File: src/rtl/i2c_regmap_target.sv
module i2c_regmap_target #(
  parameter logic [6:0] DEV_ADDR = 7'h42,
  parameter int NREGS = 8,
  parameter int HW = 4,
  localparam int AW = (NREGS > 1) ? $clog2(NREGS) : 1
) (
  input  logic          clk,
  input  logic          rst_n,
  input  logic          scl_i,
  input  logic          sda_i,
  output logic          scl_oe,
  output logic          sda_oe,
  input  logic          wr_stretch_en,
  input  logic [HW-1:0] hold_len,
  input  logic [AW-1:0] loc_addr,
  input  logic          loc_we,
  input  logic [7:0]    loc_wdata,
  output logic [7:0]    loc_rdata
);

  typedef enum logic [2:0] {S_IDLE, S_ADDR, S_AACK, S_RX, S_WACK, S_TX, S_RACK} st_t;

  st_t           st;
  logic [2:0]    scl_q, sda_q;
  logic [7:0]    sh, tx;
  logic [3:0]    bitcnt;
  logic          rd, first, mack;
  logic [AW-1:0] ptr;
  logic [HW-1:0] hcnt;
  logic [7:0]    regs [NREGS];

  wire scl_s = scl_q[1];
  wire scl_p = scl_q[2];
  wire sda_s = sda_q[1];
  wire sda_p = sda_q[2];
  wire rise  = scl_s & ~scl_p;
  wire fall  = ~scl_s & scl_p;
  wire start = scl_s & scl_p & sda_p & ~sda_s;
  wire stop  = scl_s & scl_p & ~sda_p & sda_s;

  assign loc_rdata = regs[loc_addr];

  function automatic logic [AW-1:0] nxt(input logic [AW-1:0] p);
    return (p == AW'(NREGS - 1)) ? '0 : p + 1'b1;
  endfunction

  always_ff @(posedge clk or negedge rst_n) begin
    if (!rst_n) begin
      scl_q  <= '1;
      sda_q  <= '1;
      st     <= S_IDLE;
      sh     <= '0;
      tx     <= '0;
      bitcnt <= '0;
      rd     <= 1'b0;
      first  <= 1'b0;
      mack   <= 1'b0;
      ptr    <= '0;
      hcnt   <= '0;
      scl_oe <= 1'b0;
      sda_oe <= 1'b0;
      for (int i = 0; i < NREGS; i++) regs[i] <= '0;
    end else begin
      scl_q <= {scl_q[1:0], scl_i};
      sda_q <= {sda_q[1:0], sda_i};
      if (loc_we) regs[loc_addr] <= loc_wdata;
      if (scl_oe) begin
        if (hcnt == '0) scl_oe <= 1'b0;
        else hcnt <= hcnt - 1'b1;
      end
      if (stop) begin
        st     <= S_IDLE;
        sda_oe <= 1'b0;
        scl_oe <= 1'b0;
      end else if (start) begin
        st     <= S_ADDR;
        bitcnt <= '0;
        sda_oe <= 1'b0;
        scl_oe <= 1'b0;
      end else begin
        case (st)
          S_ADDR, S_RX: begin
            if (rise) begin
              sh     <= {sh[6:0], sda_s};
              bitcnt <= bitcnt + 1'b1;
            end else if (fall && bitcnt == 4'd8) begin
              if (st == S_ADDR) begin
                if (sh[7:1] == DEV_ADDR) begin
                  st     <= S_AACK;
                  sda_oe <= 1'b1;
                  rd     <= sh[0];
                  first  <= 1'b1;
                  if (sh[0]) begin
                    tx     <= regs[ptr];
                    ptr    <= nxt(ptr);
                    scl_oe <= 1'b1;
                    hcnt   <= hold_len;
                  end
                end else begin
                  st <= S_IDLE;
                end
              end else begin
                st     <= S_WACK;
                sda_oe <= 1'b1;
                first  <= 1'b0;
                if (first) begin
                  ptr <= AW'(sh % NREGS);
                end else begin
                  regs[ptr] <= sh;
                  ptr       <= nxt(ptr);
                end
                if (wr_stretch_en) begin
                  scl_oe <= 1'b1;
                  hcnt   <= hold_len;
                end
              end
            end
          end
          S_AACK, S_WACK: begin
            if (fall) begin
              bitcnt <= '0;
              if (st == S_AACK && rd) begin
                st     <= S_TX;
                sda_oe <= ~tx[7];
              end else begin
                st     <= S_RX;
                sda_oe <= 1'b0;
              end
            end
          end
          S_TX: begin
            if (fall) begin
              if (bitcnt == 4'd7) begin
                st     <= S_RACK;
                sda_oe <= 1'b0;
              end else begin
                bitcnt <= bitcnt + 1'b1;
                tx     <= {tx[6:0], 1'b0};
                sda_oe <= ~tx[6];
              end
            end
          end
          S_RACK: begin
            if (rise) begin
              mack <= ~sda_s;
            end else if (fall) begin
              if (mack) begin
                tx     <= regs[ptr];
                ptr    <= nxt(ptr);
                st     <= S_TX;
                bitcnt <= '0;
                sda_oe <= ~regs[ptr][7];
              end else begin
                st <= S_IDLE;
              end
            end
          end
          default: ;
        endcase
      end
    end
  end

  logic [HW:0] hrun;
  always_ff @(posedge clk or negedge rst_n) begin
    if (!rst_n) hrun <= '0;
    else hrun <= scl_oe ? hrun + 1'b1 : '0;
  end

  AST_PTR_RANGE: assert property (@(posedge clk) disable iff (!rst_n) int'(ptr) < NREGS);
  AST_RD_HOLD: assert property (@(posedge clk) disable iff (!rst_n)
    ($past(st) == S_ADDR && st == S_AACK && rd) |-> scl_oe);
  AST_HOLD_BOUND: assert property (@(posedge clk) disable iff (!rst_n)
    int'(hrun) <= (1 << HW));
  AST_TX_NO_HOLD: assert property (@(posedge clk) disable iff (!rst_n)
    (st == S_TX || st == S_RACK) |-> !scl_oe);
  AST_WR_HOLD_CFG: assert property (@(posedge clk) disable iff (!rst_n)
    (st == S_WACK && scl_oe) |-> wr_stretch_en);
  AST_RACK_FREE: assert property (@(posedge clk) disable iff (!rst_n)
    (st == S_RACK) |-> !sda_oe);
  AST_STOP_REL: assert property (@(posedge clk) disable iff (!rst_n)
    stop |=> (!sda_oe && !scl_oe));

endmodule

File: config.mk
export PLATFORM = sky130hd
export DESIGN_NAME = i2c_regmap_target
export DESIGN_NICKNAME = d
export VERILOG_FILES = /design/src/rtl/i2c_regmap_target.sv
export SDC_FILE = /design/constraint.sdc
export NUM_CORES = 1
export LEC_CHECK = 0
export ABC_AREA = 1
export BUFFER_PORTS_ARGS = -buffer_cell sky130_fd_sc_hd__buf_4
export CORE_UTILIZATION = 34
export DETAILED_ROUTE_END_ITERATION = 12
export PLACE_DENSITY = 0.6
export SYNTH_ARGS = -nofsm -noshare
export SYNTH_HDL_FRONTEND = slang
export SYNTH_SLANG_ARGS = --single-unit
File: constraint.sdc
create_clock -name clk -period 4.5 [get_ports clk]
set_input_delay 0.9 -clock clk [delete_from_list [all_inputs] [get_ports clk]]
set_output_delay 0.9 -clock clk [all_outputs]
set_load 0.1 [all_outputs]
==> impl_metrics.env <==
export IMPL_outcome="completed"
export IMPL_pin_count=31
export IMPL_cts_buffer_depth=2
export IMPL_ys_types=36
export IMPL_setup_slack_ns=0.986
export IMPL_ff_latch_area_sq_um=2640
export IMPL_yosys_area_share_adder=0.00924
export IMPL_root_buffer="clkbuf_16"
export IMPL_core_area_sq_um=19500
export IMPL_synth_edf_count=0
export IMPL_antennaDiodeCount=0
export IMPL_ys_warn_count=0
export IMPL_power_leakage_nw=3.81
export IMPL_seqPwrFrac=0.373
export IMPL_muxShareOfSynthArea=0
export IMPL_rows=51
export IMPL_routed_wl_microns=20200
export IMPL_max_freq_ghz=0.285
export IMPL_grt_util_met2=0.332
export IMPL_chipWidth_microns=143
export IMPL_setup_viol=0
export IMPL_vias=6233
export IMPL_synth_async_reset_ratio=1.00
export IMPL_peakVddDrop_v=0.000152
export IMPL_synthFlopType="dfrtp_1"
export IMPL_place_gp_congestion=0.876
export IMPL_synth_compound_area_frac=0.207
export IMPL_syn_nets=983
export IMPL_multiInputGateArea_sq_um=3390
export IMPL_met1_usage=0.284
export IMPL_tns_ns=0
export IMPL_grt_pass1_vias=5582
export IMPL_timing_slew_headroom=0.348
export IMPL_p_int_w=0.00209
export IMPL_post_cts_setup_buffers=0
export IMPL_finalHoldViolCount=0
export IMPL_synthToLayoutAreaGrowth_pct=10.1
export IMPL_worst_path_max_fanout=57
export IMPL_synth_avg_cell_area_sq_um=7.07
export IMPL_h_tree_depth=3
export IMPL_clk_pin_slew_ns=0.08
export IMPL_post_cts_resize_count=0
export IMPL_endpoint_kind="primary output"
export IMPL_grt_usage=0.210
export IMPL_synth_top_family_by_area="simple AND/OR/NAND/NOR gates"
export IMPL_synth_xor_area_frac=0.00259
export IMPL_maxCapViolations=0
export IMPL_met3_usage=0.0329
export IMPL_port_buffers=30
export IMPL_drive_gt1_frac=0.116
export IMPL_ys_seq_area_frac=0.389
export IMPL_power_density_nw_per_um2=525
export IMPL_synthCells=957
export IMPL_start_kind="input port"
export IMPL_grt_antenna_before_repair=0
export IMPL_skew_ns=0.0156
export IMPL_drt_pass1_iter_count=5
export IMPL_cp_arrival_ns=2.61
export IMPL_required_ns=3.60
export IMPL_grt_max_degree=64
export IMPL_start_util=0.348
export IMPL_grt_pass1_wl_microns=32100
export IMPL_numClockSinks=105
export IMPL_p_switching_w=0.00182
export IMPL_drtIter0Drc=478
export IMPL_dp_hpwl_microns=14000
export IMPL_die_area_sq_um=20500
export IMPL_fin_crit_ns=3.51
export IMPL_hold_buffers=0
export IMPL_critical_path_class="input port to primary output"
export IMPL_clock_latency_ns=0.37
export IMPL_p_clk_frac=0.203
export IMPL_fillers=2054
export IMPL_finalCritPeriodShare=0.781
export IMPL_yosys_area_share_simple=0.282
export IMPL_top_usage_layer="met2"
export IMPL_yosysMostFrequentCell="nand2_1"
export IMPL_via_per_inst=5.04
export IMPL_dp_cells=1220
export IMPL_pre_cts_ws_ns=1.05
export IMPL_wl_per_cell_microns=16.4
export IMPL_worst_hold_path_type="flop to flop"
export IMPL_synthTopCellsByCount="nand2_1 (275), inv_1 (129), dfrtp_1 (99), o21ai_0 (99), o21ai_1 (71)"
export IMPL_pwr_share_comb=0.424
export IMPL_final_nets=992
export IMPL_cts_made_buffers=9
export IMPL_grt_remaining_overflow=0
export IMPL_cts_tree="built"
export IMPL_swShare=0.465
export IMPL_synth_area_leaders="dfrtp_1 (37%), nand2_1 (15%), o21ai_0 (7.3%), inv_1 (7.2%), o21ai_1 (5.2%)"
export IMPL_rsz0062_at_grt="no"
export IMPL_drc=0
export IMPL_die_height_microns=143
export IMPL_yosys_register_bits=105
export IMPL_synth_top_area_frac=0.366
export IMPL_yosysTopAreaCell="dfrtp_1"
export IMPL_slew_viol_final=0
export IMPL_fin_cells=1236
export IMPL_synth_area_sq_um=6770
export IMPL_worst_pin_slew_ns=0.977
export IMPL_detail_route_antenna_nets=0
## layer usage
metal  share of wire  wire [microns]
met5               0               0
met4           0.030             599
met3           0.052            1060
met2            0.45            9110
met1            0.47            9470
## per-stage QoR
stage | instance area, sq um | hold slack, ns | utilization | total power [W]
after floorplan | 6770 | 0.345 | - | 0.00265
after global placement | 7160 | 0.346 | 0.368 | 0.00310
after detailed placement | 7160 | 0.347 | 0.368 | 0.00312
after CTS | 7450 | 0.360 | 0.383 | 0.00392
after global routing | 7450 | 0.361 | 0.383 | 0.00422
final | 7450 | 0.358 | 0.383 | 0.00391
## final cells by class
| type | count | share of cell area |
|---|---|---|
| Sequential cell | 105 | 0.354 |
| Inverter | 144 | 0.0732 |
| Clock buffer | 10 | 0.0321 |
| Multi-Input combinational cell | 673 | 0.455 |
| Timing Repair Buffer | 33 | 0.0349 |
| Tap cell | 265 | 0.0445 |
| Clock inverter | 6 | 0.00672 |
## placed cells by master, fill, tap and decap left out, types with 8 or more instances in the layout
master,netlist,final
nand2_1,275,275
inv_1,129,129
o21ai_0,99,99
dfrtp_1,99,99
o21ai_1,71,71
nor2_1,60,60
nand3_1,47,47
o211ai_1,47,47
buf_4,3,32
inv_2,12,12
o21ai_2,10,10
nor2_4,9,9
clkbuf_16,0,9
o2111ai_1,8,8
## power groups by stage
stage,Combinational (W),Clock [W],Sequential [W]
after floorplan,0.00128,0,0.00137
after global placement,0.00163,0,0.00147
after CTS,0.00166,0.000803,0.00145
final,0.00166,0.000794,0.00146
after global routing,0.00188,0.000850,0.00149
after detailed placement,0.00166,0,0.00147
## state kept, by name, summed over array words and instances, names as in the netlist
name	cells
scl_oe	1
st	3
sda_q	3
first	1
rd	1
mack	1
ptr	3
hcnt	4
tx	8
sda_oe	1
scl_q	3
bitcnt	4
sh	8
regs	64
## worst paths after layout
check	startpoint	to	slack, ns	cells past startpoint
max reg2reg	ptr[0]	regs[22]	2.04	5
max	loc_addr[0]	loc_rdata[7]	0.99	6
min	scl_q[0]	scl_q[1]	0.36	0
max in group asynchronous	rst_n	sda_q[2]	3.06	2
min in group asynchronous	rst_n	sh[6]	0.65	1
min reg2reg	scl_q[0]	scl_q[1]	0.36	0
## worst max-delay path, stage by stage
cell and delay [ns]:
buf_4 0.42, clkinv_1 0.48, a21oi_1 0.23, o21ai_0 0.11, o2111ai_1 0.13, buf_4 0.33
## logic make-up after synthesis
| kind of cell | count (synthesis) |
|---|---|
| AOI/OAI and AO/OA | 242 |
| DFF | 105 |
| and+or+nand+nor | 424 |
| xor gates and xnor gates | 2 |
| buffers and inverters | 179 |
| adders and majority gates | 5 |
(Power assumes the default switching activity.)
